## config.mk

```make
export PLATFORM = sky130hd
export DESIGN_NAME = elm_lane_mapper
export DESIGN_NICKNAME = d
export VERILOG_FILES = /design/src/rtl/elm_pkg.sv /design/src/rtl/elm_beat_hold.sv /design/src/rtl/elm_word_pick.sv /design/src/rtl/elm_lane_map.sv /design/src/rtl/elm_lane_mapper.sv
export SDC_FILE = /design/constraint.sdc
export NUM_CORES = 1
export LEC_CHECK = 0
export BUFFER_PORTS_ARGS = -buffer_cell sky130_fd_sc_hd__buf_2
export CORE_UTILIZATION = 40
export CTS_CLUSTER_SIZE = 10
export DETAILED_ROUTE_END_ITERATION = 7
export GPL_ROUTABILITY_DRIVEN = 0
export SYNTH_ARGS = -nofsm -noshare
export SYNTH_HDL_FRONTEND = slang
export SYNTH_HIERARCHICAL = 1
export SYNTH_SLANG_ARGS = --single-unit
export TNS_END_PERCENT = 5
```

## constraint.sdc

```tcl
create_clock -name clk -period 2.82 [get_ports clk]
set_clock_uncertainty 0.2 [all_clocks]
set_input_delay 0.564 -clock clk [delete_from_list [all_inputs] [get_ports clk]]
set_output_delay 0.564 -clock clk [all_outputs]
set_load 0.005 [all_outputs]
```

## src/rtl/elm_pkg.sv

```systemverilog
// Shared definitions for the endian lane mapper.
// Assumes byte-granular lanes; the policy encoding matches the in_swap pin.
package elm_pkg;

    typedef enum logic {
        POL_ADDR_KEEP  = 1'b0,   // each byte stays at its own address
        POL_VALUE_KEEP = 1'b1    // each aligned word keeps its numeric value
    } lane_policy_e;

endpackage

```

## src/rtl/elm_beat_hold.sv

```systemverilog
// Holds one wide source beat and steps through its words in address order.
// Assumes the lowest-addressed word sits in the most significant bits of the beat.
// The policy is captured with the beat, so both of its words share one mapping.
module elm_beat_hold
    import elm_pkg::*;
#(
    parameter int BEAT_W     = 64,
    parameter int BEAT_BYTES = 8,
    parameter int WORDS      = 2,
    parameter int IDX_W      = (WORDS > 1) ? $clog2(WORDS) : 1
) (
    input  logic                  clk,
    input  logic                  rst_n,
    input  logic                  in_valid,
    output logic                  in_ready,
    input  logic [BEAT_W-1:0]     in_data,
    input  logic [BEAT_BYTES-1:0] in_be,
    input  logic                  in_swap,
    output logic                  out_valid,
    input  logic                  out_ready,
    output logic [BEAT_W-1:0]     beat_q,
    output logic [BEAT_BYTES-1:0] be_q,
    output lane_policy_e          policy_q,
    output logic [IDX_W-1:0]      idx_q
);

    localparam logic [IDX_W-1:0] LAST_IDX = IDX_W'(WORDS - 1);

    logic full_q;
    logic last_word;
    logic in_fire;
    logic out_fire;

    // Handshake decode: refill is allowed as the final word leaves.
    always_comb begin
        last_word = (idx_q == LAST_IDX);
        out_fire  = full_q && out_ready;
        in_ready  = !full_q || (out_ready && last_word);
        in_fire   = in_valid && in_ready;
        out_valid = full_q;
    end

    // Occupancy and word index sequencing.
    always_ff @(posedge clk) begin
        if (!rst_n) begin
            full_q <= 1'b0;
            idx_q  <= '0;
        end else if (in_fire) begin
            full_q <= 1'b1;
            idx_q  <= '0;
        end else if (out_fire) begin
            if (last_word) begin
                full_q <= 1'b0;
            end else begin
                idx_q <= idx_q + 1'b1;
            end
        end
    end

    // Beat, enable and policy capture on acceptance.
    always_ff @(posedge clk) begin
        if (!rst_n) begin
            beat_q   <= '0;
            be_q     <= '0;
            policy_q <= POL_ADDR_KEEP;
        end else if (in_fire) begin
            beat_q   <= in_data;
            be_q     <= in_be;
            policy_q <= lane_policy_e'(in_swap);
        end
    end

    AST_LOAD_STARTS_AT_FIRST: assert property (@(posedge clk) disable iff (!rst_n) in_fire |=> (out_valid && idx_q == '0));
    AST_NEXT_WORD_FOLLOWS: assert property (@(posedge clk) disable iff (!rst_n) (out_fire && !last_word) |=> (out_valid && idx_q == $past(idx_q) + 1'b1));
    AST_POLICY_HELD: assert property (@(posedge clk) disable iff (!rst_n) (full_q && !in_fire) |=> ($stable(policy_q) && $stable(beat_q)));
    AST_NO_OVERWRITE: assert property (@(posedge clk) disable iff (!rst_n) (full_q && !out_ready) |-> !in_ready);

endmodule

```

## src/rtl/elm_word_pick.sv

```systemverilog
// Selects one word and its enables from the held beat by word index.
// Assumes word 0 is the lowest-addressed word in the top bits of the beat.
module elm_word_pick #(
    parameter int LANE_W     = 32,
    parameter int LANE_BYTES = 4,
    parameter int WORDS      = 2,
    parameter int IDX_W      = 1
) (
    input  logic [LANE_W*WORDS-1:0]     beat_i,
    input  logic [LANE_BYTES*WORDS-1:0] be_i,
    input  logic [IDX_W-1:0]            idx_i,
    output logic [LANE_W-1:0]           word_o,
    output logic [LANE_BYTES-1:0]       be_o
);

    localparam int BEAT_W     = LANE_W * WORDS;
    localparam int BEAT_BYTES = LANE_BYTES * WORDS;

    logic [LANE_W-1:0]     words [WORDS];
    logic [LANE_BYTES-1:0] bes   [WORDS];

    // Slice the beat into words in address order.
    for (genvar i = 0; i < WORDS; i++) begin : g_slice
        assign words[i] = beat_i[BEAT_W-1-i*LANE_W -: LANE_W];
        assign bes[i]   = be_i[BEAT_BYTES-1-i*LANE_BYTES -: LANE_BYTES];
    end

    // Index-driven word select.
    always_comb begin
        word_o = words[idx_i];
        be_o   = bes[idx_i];
    end

endmodule

```

## src/rtl/elm_lane_map.sv

```systemverilog
// Maps one processor-side word and its enables onto little-endian lanes.
// Address keeping reverses byte order relative to the big-endian bit numbering;
// value keeping passes the word through so its numeric value is unchanged.
module elm_lane_map
    import elm_pkg::*;
#(
    parameter int BYTE_W     = 8,
    parameter int LANE_BYTES = 4
) (
    input  lane_policy_e                 policy_i,
    input  logic [BYTE_W*LANE_BYTES-1:0] word_i,
    input  logic [LANE_BYTES-1:0]        be_i,
    output logic [BYTE_W*LANE_BYTES-1:0] word_o,
    output logic [LANE_BYTES-1:0]        be_o
);

    localparam int LANE_W = BYTE_W * LANE_BYTES;

    logic [LANE_W-1:0]     addr_word;
    logic [LANE_BYTES-1:0] addr_be;

    // Lane k receives the byte at offset k, which is big-endian slot LANE_BYTES-1-k.
    for (genvar k = 0; k < LANE_BYTES; k++) begin : g_lane
        assign addr_word[k*BYTE_W +: BYTE_W] = word_i[(LANE_BYTES-1-k)*BYTE_W +: BYTE_W];
        assign addr_be[k]                    = be_i[LANE_BYTES-1-k];
    end

    // Policy select for data and enables together.
    always_comb begin
        if (policy_i == POL_VALUE_KEEP) begin
            word_o = word_i;
            be_o   = be_i;
        end else begin
            word_o = addr_word;
            be_o   = addr_be;
        end
    end

endmodule

```

## src/rtl/elm_lane_mapper.sv

```systemverilog
// Outbound big-endian to little-endian lane mapper.
// Accepts a wide beat with enables and a policy bit, and emits it as
// lane-mapped words in address order over a valid/ready handshake.
module elm_lane_mapper
    import elm_pkg::*;
#(
    parameter int BYTE_W     = 8,
    parameter int LANE_BYTES = 4,
    parameter int WORDS      = 2
) (
    input  logic                           clk,
    input  logic                           rst_n,
    input  logic                           in_valid,
    output logic                           in_ready,
    input  logic [BYTE_W*LANE_BYTES*WORDS-1:0] in_data,
    input  logic [LANE_BYTES*WORDS-1:0]    in_be,
    input  logic                           in_swap,
    output logic                           out_valid,
    input  logic                           out_ready,
    output logic [BYTE_W*LANE_BYTES-1:0]   out_data,
    output logic [LANE_BYTES-1:0]          out_be
);

    localparam int LANE_W     = BYTE_W * LANE_BYTES;
    localparam int BEAT_W     = LANE_W * WORDS;
    localparam int BEAT_BYTES = LANE_BYTES * WORDS;
    localparam int IDX_W      = (WORDS > 1) ? $clog2(WORDS) : 1;

    logic [BEAT_W-1:0]     beat_q;
    logic [BEAT_BYTES-1:0] be_q;
    lane_policy_e          policy_q;
    logic [IDX_W-1:0]      idx_q;
    logic [LANE_W-1:0]     pick_word;
    logic [LANE_BYTES-1:0] pick_be;

    elm_beat_hold #(
        .BEAT_W     (BEAT_W),
        .BEAT_BYTES (BEAT_BYTES),
        .WORDS      (WORDS),
        .IDX_W      (IDX_W)
    ) u_hold (
        .clk       (clk),
        .rst_n     (rst_n),
        .in_valid  (in_valid),
        .in_ready  (in_ready),
        .in_data   (in_data),
        .in_be     (in_be),
        .in_swap   (in_swap),
        .out_valid (out_valid),
        .out_ready (out_ready),
        .beat_q    (beat_q),
        .be_q      (be_q),
        .policy_q  (policy_q),
        .idx_q     (idx_q)
    );

    elm_word_pick #(
        .LANE_W     (LANE_W),
        .LANE_BYTES (LANE_BYTES),
        .WORDS      (WORDS),
        .IDX_W      (IDX_W)
    ) u_pick (
        .beat_i (beat_q),
        .be_i   (be_q),
        .idx_i  (idx_q),
        .word_o (pick_word),
        .be_o   (pick_be)
    );

    elm_lane_map #(
        .BYTE_W     (BYTE_W),
        .LANE_BYTES (LANE_BYTES)
    ) u_map (
        .policy_i (policy_q),
        .word_i   (pick_word),
        .be_i     (pick_be),
        .word_o   (out_data),
        .be_o     (out_be)
    );

    AST_OUT_HELD: assert property (@(posedge clk) disable iff (!rst_n) (out_valid && !out_ready) |=> (out_valid && $stable(out_data) && $stable(out_be)));
    AST_BE_COUNT: assert property (@(posedge clk) disable iff (!rst_n) out_valid |-> ($countones(out_be) == $countones(pick_be)));
    AST_VALUE_PASS: assert property (@(posedge clk) disable iff (!rst_n) (out_valid && policy_q == POL_VALUE_KEEP) |-> (out_data == pick_word));

endmodule

```

==> results of run 1 <==
==> worst min path at each step <==
stage,from,end,cells after the start
2_1_floorplan,u_hold/be_q[1]$_SDFFE_PN0P_,u_hold/be_q[1]$_SDFFE_PN0P_,2
3_3_place_gp,u_hold/be_q[3]$_SDFFE_PN0P_,u_hold/be_q[3]$_SDFFE_PN0P_,2
3_5_place_dp,u_hold/beat_q[34]$_SDFFE_PN0P_,u_hold/beat_q[34]$_SDFFE_PN0P_,2
4_1_cts,in_data[11],u_hold/beat_q[11]$_SDFFE_PN0P_,3
5_1_grt,in_data[60],u_hold/beat_q[60]$_SDFFE_PN0P_,3
6_report,in_data[11],u_hold/beat_q[11]$_SDFFE_PN0P_,3
==> layout make-up <==
type / instances / area (um2)
sequential: 75 / 1500
multi-input combinational: 298 / 2370
tap: 136 / 170
fill: 1012 / 5420
timing repair buffer: 123 / 653
clock inverter: 7 / 77.6
inverter: 1 / 3.75
antenna: 1 / 2.50
clock buffer: 9 / 124
==> flip-flops by register name (all words and copies together), names as in the netlist <==
name and flops:
u_hold/idx_q 1, u_hold/beat_q 64, u_hold/be_q 8, u_hold/policy_q 1, u_hold/out_valid 1
==> metrics by stage <==
| step | setup WS (ns) | hold slack [ns] | area [um2] |
|---|---|---|---|
| floorplan | 0.795 | 0.231 | 4240 |
| global placement | 0.625 | 0.239 | 4700 |
| detailed placement | 0.610 | 0.248 | 4700 |
| CTS | 0.217 | 0.227 | 4910 |
| global route | 0.166 | 0.229 | 4910 |
| finish | 0.247 | 0.246 | 4910 |
==> cell usage in the layout, fill, tap and decap left out <==
cell        netlist  final
nand2_1         146    146
buf_2             3    113
mux2i_1          73     73
dfxtp_1          75     73
mux2_4           60     60
mux2_2           12     12
clkbuf_8          0      9
buf_4             1      9
clkinv_4          0      3
nor2b_1           2      2
dfxtp_2           0      2
diode_2           0      1
clkinvlp_4        0      1
inv_6             0      1
bufinv_16         0      1
clkinv_2          0      1
a21boi_2          1      1
inv_1             1      1
nor2b_4           0      1
xor2_1            1      1
a21oi_1           1      1
o21a_1            1      1
buf_12           14      1
==> routing by layer <==
layer | up-vias | routed length [um] | GRT usage [%]
li1 | 1558 | - | -
met2 | 58 | 4010 | 25.7
met4 | 0 | 147 | 6.64
met5 | - | 0 | 0
met3 | 12 | 361 | 4.12
met1 | 1366 | 4220 | 21.5
==> worst reg2reg max path: cells and delay by family, from the launching register on <==
family | cells | cell delay, ns
AO/OA/AOI/OAI | 1 | 0.15
flip-flops | 1 | 0.33
multiplexers | 1 | 0.30
AND/OR/NAND/NOR | 1 | 0.13
buffers and inverters | 2 | 0.85
==> report_power, final <==
| group | switching (uW) | leakage (uW) | internal [uW] |
|---|---|---|---|
| combinational | 222 | 0.00161 | 277 |
| clock | 428 | 0.0000998 | 415 |
| sequential | 35.1 | 0.000617 | 1130 |
==> cells by family after synthesis <==
family / after synthesis / share of synthesized area, %
flip-flops: 75 / 35.4
XOR/XNOR: 1 / 0.206
buffers and inverters: 33 / 8.81
multiplexers: 145 / 41.6
AO/OA/AOI/OAI: 3 / 0.560
AND/OR/NAND/NOR: 149 / 13.4
==> impl_metrics.env, run 1 <==
export IMPL_run_status="completed"
export IMPL_synth_common_cells="nand2_1, dfxtp_1, mux2i_1"
export IMPL_start_util_pct=41.1
export IMPL_p_per_area_nw_per_um2=510
export IMPL_drt_pass1_iterations=4
export IMPL_tightest_slew_ns=0.656
export IMPL_drc=0
export IMPL_peakVddDrop_mv=0.196
export IMPL_cts_setup_buffers=0
export IMPL_yosysWarnings=6
export IMPL_arrival_ns=1.81
export IMPL_synth_area_leaders="dfxtp_1, mux2_4, mux2i_1"
export IMPL_die_w_um=105
export IMPL_yosys_most_used_dff="dfxtp_1"
export IMPL_hold_violations=0
export IMPL_crit_family="multiplexers"
export IMPL_areaGrowthSynthToFinish_pct=15.7
export IMPL_grt_first_pass_wirelength_um=14200
export IMPL_critPathBufInv=2
export IMPL_die_h_um=105
export IMPL_cts_tree="yes"
export IMPL_max_clock_freq_ghz=0.389
export IMPL_startpoint="u_hold/idx_q$_SDFFE_PP0P_"
export IMPL_ys_types=17
export IMPL_cts_sinks=75
export IMPL_cts_buffers=9
export IMPL_fin_cells=650
export IMPL_setup_tns_ns=0
export IMPL_final_core_util_pct=47.5
export IMPL_clockBufferDepth=2
export IMPL_leakagePower_uw=0.00232
export IMPL_slowest_delay_ns=0.39
export IMPL_rr_startpoint="u_hold/idx_q$_SDFFE_PP0P_"
export IMPL_clkTransAtPathRegs_ns=0.09
export IMPL_reg2reg_setup_slack_ns=0.79
export IMPL_synth_top_cell_area_share_pct=35.4
export IMPL_row_count=37
export IMPL_setup_viol=0
export IMPL_antenna_found_initial=1
export IMPL_syn_area_um2=4240
export IMPL_syn_nets=483
export IMPL_ant_nets=0
export IMPL_hold_class="input port to flip-flop"
export IMPL_finalCriticalPeriod_ns=2.57
export IMPL_io_pins=115
export IMPL_rsz0062_at_grt="no"
export IMPL_crit_end="out_data[24]"
export IMPL_drt_iter0_drc=120
export IMPL_r2r_end="u_hold/beat_q[24]$_SDFFE_PN0P_"
export IMPL_ys_seq_elements=75
export IMPL_io_buffer_count=114
export IMPL_num_vias=2994
export IMPL_htreeDepth=3
export IMPL_via_per_inst=4.61
export IMPL_drt_total_wl_um=8740
export IMPL_cp_end_kind="output pin"
export IMPL_cp_max_fo=21
export IMPL_dp_hpwl_um=6100
export IMPL_avgSynthCellArea_um2=10.5
export IMPL_final_layout_size_suffix_gt1_share_pct=41.9
export IMPL_cts_resized=0
export IMPL_synth_seq_area_share_pct=35.4
export IMPL_synth_area_leader_cell="dfxtp_1"
export IMPL_synthArstFlopShare_pct=0
export IMPL_hold_buffers=0
export IMPL_worstPathCellList="buf_4 -> mux2_2 -> mux2_4 -> buf_2"
export IMPL_post_route_period_util_pct=91.2
export IMPL_coreArea_um2=10300
export IMPL_cts_root_buf="clkbuf_8"
export IMPL_syn_inst=406
export IMPL_cap_violations=0
export IMPL_post_place_cells=633
export IMPL_clock_latency_ns=0.35
export IMPL_wl_per_cell_um=13.4
export IMPL_crit_type="flip-flop to output pin"
export IMPL_grt_max_degree=49
export IMPL_fp_dieArea_um2=11000
export IMPL_critPathSlowestCell="mux2_2"
export IMPL_finalMaxSlewViolations=0
export IMPL_cp_start_kind="flip-flop"
export IMPL_synth_edf_count=0
export IMPL_total_power_uw=2510
export IMPL_rr_worst_depth=5
export IMPL_grt_pass1_vias=2898
export IMPL_grt_total_usage_pct=16.4
export IMPL_gr_total_overflow=0
export IMPL_max_slew_margin_pct=56.3
export IMPL_post_synth_top_count_cell="nand2_1"
export IMPL_required_ns=2.06
export IMPL_fin_nets=585
export IMPL_crit_cells=4
(Power assumes the default switching activity.)
==> run 2: changes to the inputs <==
--- a/config.mk
+++ b/config.mk
@@ -8,3 +8,4 @@
 export BUFFER_PORTS_ARGS = -buffer_cell sky130_fd_sc_hd__buf_2
-export CORE_UTILIZATION = 40
+export CORE_UTILIZATION = 57
+export CTS_BUF_LIST = sky130_fd_sc_hd__clkbuf_8 sky130_fd_sc_hd__clkbuf_16
 export CTS_CLUSTER_SIZE = 10
@@ -12,2 +13,3 @@
 export GPL_ROUTABILITY_DRIVEN = 0
+export PLACE_DENSITY = 0.86
 export SYNTH_ARGS = -nofsm -noshare
--- a/constraint.sdc
+++ b/constraint.sdc
@@ -4,2 +4,2 @@
 set_output_delay 0.564 -clock clk [all_outputs]
-set_load 0.005 [all_outputs]
+set_load 0.01 [all_outputs]
==> impl_metrics.env, run 2 (synthesis results as in run 1) <==
export IMPL_run_status="completed"
export IMPL_clock_latency_ns=0.34
export IMPL_htreeDepth=3
export IMPL_io_pins=115
export IMPL_worstPathCellList="buf_4 -> mux2_2 -> mux2_2 -> buf_2"
export IMPL_top_regs="u_hold/beat_q x64, u_hold/be_q x8"
export IMPL_fp_dieArea_um2=7800
export IMPL_start_util_pct=58.8
export IMPL_fillers=573
export IMPL_die_w_um=88.3
export IMPL_max_clock_freq_ghz=0.388
export IMPL_antenna_found_initial=0
export IMPL_crit_type="flip-flop to output pin"
export IMPL_post_place_cells=595
export IMPL_slowest_delay_ns=0.40
export IMPL_grt_first_pass_wirelength_um=13000
export IMPL_seq_area_um2=1500
export IMPL_layout_cells_most_common_list="nand2_1, buf_2, mux2i_1, dfxtp_1, mux2_4"
export IMPL_io_buffer_count=114
export IMPL_rsz0062_at_grt="no"
export IMPL_peakVddDrop_mv=0.238
export IMPL_cts_setup_buffers=0
export IMPL_hold_buffers=0
export IMPL_wl_per_cell_um=13.7
export IMPL_ant_nets=0
export IMPL_final_common_cell="nand2_1"
export IMPL_cp_end_kind="output pin"
export IMPL_finalCriticalPeriod_ns=2.57
export IMPL_cts_tree="yes"
export IMPL_areaGrowthSynthToFinish_pct=14.6
export IMPL_coreArea_um2=7210
export IMPL_p_per_area_nw_per_um2=523
export IMPL_clkTransAtPathRegs_ns=0.08
export IMPL_drt_pass1_iterations=4
export IMPL_num_vias=3037
export IMPL_n_antenna_cell=0
export IMPL_largest_register="u_hold/beat_q"
export IMPL_via_per_inst=4.97
export IMPL_arrival_ns=1.81
export IMPL_fin_nets=584
export IMPL_drc=0
export IMPL_critPathBufInv=2
export IMPL_largest_reg_flops=64
export IMPL_cp_start_kind="flip-flop"
export IMPL_final_layout_size_suffix_gt1_share_pct=41.8
export IMPL_row_count=31
export IMPL_crit_family="multiplexers"
export IMPL_total_power_uw=2540
export IMPL_cts_resized=0
export IMPL_die_h_um=88.3
export IMPL_setup_tns_ns=0
export IMPL_max_slew_margin_pct=58.3
export IMPL_cts_root_buf="clkbuf_8"
export IMPL_cp_max_fo=22
export IMPL_drt_iter0_drc=107
export IMPL_required_ns=2.06
export IMPL_grt_pass1_vias=2809
export IMPL_cts_sinks=75
export IMPL_gr_total_overflow=0
export IMPL_leakagePower_uw=0.00233
export IMPL_hold_violations=0
export IMPL_setup_viol=0
export IMPL_post_route_period_util_pct=91.3
export IMPL_drt_total_wl_um=8340
export IMPL_tightest_slew_ns=0.625
export IMPL_cts_buffers=9
export IMPL_grt_max_degree=79
export IMPL_fin_cells=611
export IMPL_critPathSlowestCell="mux2_2"
export IMPL_hold_class="input port to flip-flop"
export IMPL_cp_common_cell="mux2_2"
export IMPL_dp_hpwl_um=5890
export IMPL_grt_total_usage_pct=21.8
export IMPL_finalMaxSlewViolations=0
export IMPL_multiInputGateArea_um2=2370
export IMPL_clockBufferDepth=2
export IMPL_cap_violations=0
[run 2: cell count changes in the layout (fill, tap and decap cells not counted)]
cell and delta:
buf_4 -1, clkbuf_8 +3, clkinv_2 +1, clkinv_4 -3, diode_2 -1, inv_6 -1
[run 2: worst register-to-register path, cell delays in order (launching register included)]
cell and delay (ns):
dfxtp_2 0.33, buf_4 0.35, a21boi_2 0.16, nor2b_4 0.14, buf_4 0.49, mux2i_1 0.31
[run 2: cell type report]
class	count	area share [%]
multi-input combinational	298	48.8
sequential	75	30.9
timing repair buffer	122	13.3
clock buffer	12	3.40
tap	99	2.55
clock inverter	4	0.978
inverter	1	0.0772
[run 2: path summary, 6_finish.rpt]
path,slack [ns],startpoint,to,cells after the start
setup / recovery,0.25,u_hold/idx_q$_SDFFE_PP0P_,out_data[31],4
hold / removal,0.26,in_data[36],u_hold/beat_q[36]$_SDFFE_PN0P_,3
setup reg to reg,0.77,u_hold/idx_q$_SDFFE_PP0P_,u_hold/beat_q[25]$_SDFFE_PN0P_,5
hold reg to reg,0.26,u_hold/beat_q[29]$_SDFFE_PN0P_,u_hold/beat_q[29]$_SDFFE_PN0P_,2
[run 2: report_power, final]
group,leakage [uW],internal (uW),switching (uW)
Sequential,0.000617,1130,39.0
Clock,0.000108,478,384
Combinational,0.00160,277,236
Total,0.00233,1890,660
[run 2: through the flow]
step / utilization [%] / worst slack (ns) / instance area [um2] / hold slack (ns)
floorplan: - / 0.779 / 4240 / 0.231
global placement: 64.5 / 0.628 / 4650 / 0.240
detailed placement: 64.5 / 0.613 / 4650 / 0.249
CTS: 67.4 / 0.232 / 4860 / 0.247
global route: 67.4 / 0.178 / 4860 / 0.255
finish: 67.4 / 0.245 / 4860 / 0.259
[run 2: routing by layer]
layer	global-route usage, %	up-vias	wire length, um
li1	-	1550	-
met1	29.0	1385	3900
met2	33.9	81	3860
met3	4.01	21	339
met4	11.0	0	249
met5	0	-	0
==> run 3: changes to the inputs <==
- CORE_UTILIZATION: 57 -> 56
- SLEW_MARGIN: not set -> 15
- SYNTH_HIERARCHICAL: 1 -> not set
==> impl_metrics.env, run 3 <==
export IMPL_coreArea_um2=6530
export IMPL_grt_pass1_vias=2932
export IMPL_dp_hpwl_um=5850
export IMPL_io_buffer_count=114
export IMPL_antenna_found_initial=0
export IMPL_post_route_period_util_pct=91.6
export IMPL_hold_class="input port to flip-flop"
export IMPL_ant_nets=0
export IMPL_cts_resized=0
export IMPL_arrival_ns=1.82
export IMPL_hold_buffers=0
export IMPL_swShare_pct=24.7
export IMPL_worst_hold_slack_ns=0.251
export IMPL_clock_latency_ns=0.34
export IMPL_synth_area_leader_cell="dfxtp_1"
export IMPL_start_util_pct=59.4
export IMPL_cap_violations=0
export IMPL_cp_start_kind="flip-flop"
export IMPL_drt_pass1_iterations=4
export IMPL_wl_per_cell_um=15.0
export IMPL_io_pins=115
export IMPL_via_per_inst=5.54
export IMPL_cts_tree="yes"
export IMPL_r2r_end="u_hold.beat_q[56]$_SDFFE_PN0P_"
export IMPL_ys_types=19
export IMPL_cp_max_fo=23
export IMPL_grt_max_degree=57
export IMPL_synth_area_leaders="dfxtp_1, mux4_2, mux2i_1"
export IMPL_synth_common_cells="nand2_1, dfxtp_1, mux2i_1"
export IMPL_setup_tns_ns=0
export IMPL_hold_violations=0
export IMPL_fillers=475
export IMPL_avgSynthCellArea_um2=10.5
export IMPL_post_synth_top_count_cell="nand2_1"
export IMPL_drc=0
export IMPL_max_slew_margin_pct=64.0
export IMPL_synthArstFlopShare_pct=0
export IMPL_p_int_uw=1970
export IMPL_gr_total_overflow=0
export IMPL_seqPwrFrac_pct=45.5
export IMPL_worstPathCellList="buf_4 -> mux4_1 -> buf_2"
export IMPL_setup_viol=0
export IMPL_syn_inst=370
export IMPL_n_antenna_cell=0
export IMPL_critPathSlowestCell="mux4_1"
export IMPL_die_h_um=85.2
export IMPL_cts_sinks=75
export IMPL_crit_type="flip-flop to output pin"
export IMPL_tightest_slew_ns=0.540
export IMPL_ys_seq_elements=75
export IMPL_max_clock_freq_ghz=0.387
export IMPL_clkPwrFrac_pct=37.8
export IMPL_cts_setup_buffers=0
export IMPL_fin_nets=548
export IMPL_final_common_cell="nand2_1"
export IMPL_slowest_delay_ns=0.62
export IMPL_largest_reg_flops=64
export IMPL_drt_total_wl_um=8280
export IMPL_crit_end="out_data[31]"
export IMPL_p_per_area_nw_per_um2=556
export IMPL_num_vias=3059
export IMPL_row_count=29
export IMPL_rr_startpoint="u_hold.idx_q$_SDFFE_PP0P_"
export IMPL_top_regs="u_hold.beat_q x64, u_hold.be_q x8"
export IMPL_cts_root_buf="clkbuf_8"
export IMPL_yosysWarnings=0
export IMPL_grt_total_usage_pct=24.0
export IMPL_finalMaxSlewViolations=0
export IMPL_startpoint="u_hold.idx_q$_SDFFE_PP0P_"
export IMPL_peakVddDrop_mv=0.306
export IMPL_cp_end_kind="output pin"
export IMPL_placed_cell_area_um2=4460
export IMPL_htreeDepth=3
export IMPL_syn_nets=447
export IMPL_grt_first_pass_wirelength_um=13400
export IMPL_synth_top_cell_area_share_pct=38.7
export IMPL_p_comb_share_pct=16.7
export IMPL_synth_seq_area_share_pct=38.7
export IMPL_switching_power_uw=646
export IMPL_areaGrowthSynthToFinish_pct=21.1
export IMPL_clockBufferDepth=2
export IMPL_final_layout_size_suffix_gt1_share_pct=36.2
export IMPL_leakagePower_uw=0.00211
export IMPL_die_w_um=85.2
export IMPL_synth_edf_count=0
export IMPL_reg2reg_setup_slack_ns=0.90
export IMPL_total_power_uw=2610
export IMPL_layout_cells_most_common_list="nand2_1, buf_2, mux2i_1, dfxtp_1, mux4_2"
export IMPL_syn_area_um2=3880
export IMPL_rsz0062_at_grt="no"
export IMPL_final_cell_area_um2=4700
export IMPL_cts_buffers=9
export IMPL_clkTransAtPathRegs_ns=0.08
export IMPL_yosys_most_used_dff="dfxtp_1"
export IMPL_largest_register="u_hold.beat_q"
export IMPL_drt_iter0_drc=116
export IMPL_fp_dieArea_um2=7260
export IMPL_rr_worst_depth=5
export IMPL_finalCriticalPeriod_ns=2.58
export IMPL_required_ns=2.06
export IMPL_run_status="completed"
-- run 3: kinds of logic after synthesis --
kind of cell | synth area share (%)
simple gates | 15.0
mux | 40.0
flops | 38.7
buf+inv | 5.23
compound gates | 1.00
-- run 3: layout make-up --
| class | instances | area (um2) | share of cell area [%] |
|---|---|---|---|
| Timing Repair Buffer | 121 | 676 | 14.4 |
| Clock inverter | 5 | 103 | 2.18 |
| Clock buffer | 10 | 138 | 2.93 |
| Multi-Input combinational cell | 262 | 2170 | 46.3 |
| Tap cell | 77 | 96.3 | 2.05 |
| Sequential cell | 75 | 1500 | 32.0 |
| Inverter | 2 | 7.51 | 0.160 |
-- run 3: power by group through the flow --
stage	Combinational, uW	Sequential (uW)	Clock [uW]
after floorplan	313	1190	0
after global placement	426	1210	0
after detailed placement	439	1210	0
after CTS	441	1190	1010
after global routing	473	1200	1050
final	436	1190	988
-- run 3: how the worst min path moves through the flow --
stage / startpoint / endpoint / slack [ns] / cells past startpoint
4_1_cts: in_data[35] / u_hold.beat_q[35]$_SDFFE_PN0P_ / 0.24 / 3
6_report: in_data[35] / u_hold.beat_q[35]$_SDFFE_PN0P_ / 0.25 / 3
2_1_floorplan: u_hold.be_q[0]$_SDFFE_PN0P_ / u_hold.be_q[0]$_SDFFE_PN0P_ / 0.24 / 2
5_1_grt: in_valid / u_hold.out_valid$_SDFFE_PN0P_ / 0.24 / 2
3_3_place_gp: u_hold.beat_q[7]$_SDFFE_PN0P_ / u_hold.beat_q[7]$_SDFFE_PN0P_ / 0.25 / 2
3_5_place_dp: u_hold.beat_q[30]$_SDFFE_PN0P_ / u_hold.beat_q[30]$_SDFFE_PN0P_ / 0.26 / 2
-- run 3: through the flow --
stage,setup WS [ns],std cells,utilization [%]
floorplan,0.802,370,-
global placement,0.650,537,68.2
detailed placement,0.585,537,68.2
CTS,0.188,552,71.9
global route,0.114,552,71.9
finish,0.236,552,71.9
-- run 3: worst max-delay path: cells and delay by family (launching register included) --
kind | cells | cell delay, ns
flip-flops | 1 | 0.33
buffers and inverters | 2 | 0.52
multiplexers | 1 | 0.62
-- run 3: metal layers --
layer  vias to the layer above  global-route usage [%]  part of all wire [%]
li1                       1487                       -                     -
met1                      1437                    30.0                    42
met2                       124                    40.2                    49
met3                        11                    5.54                   6.9
met4                         0                    10.2                   1.3
met5                         -                       0                     0
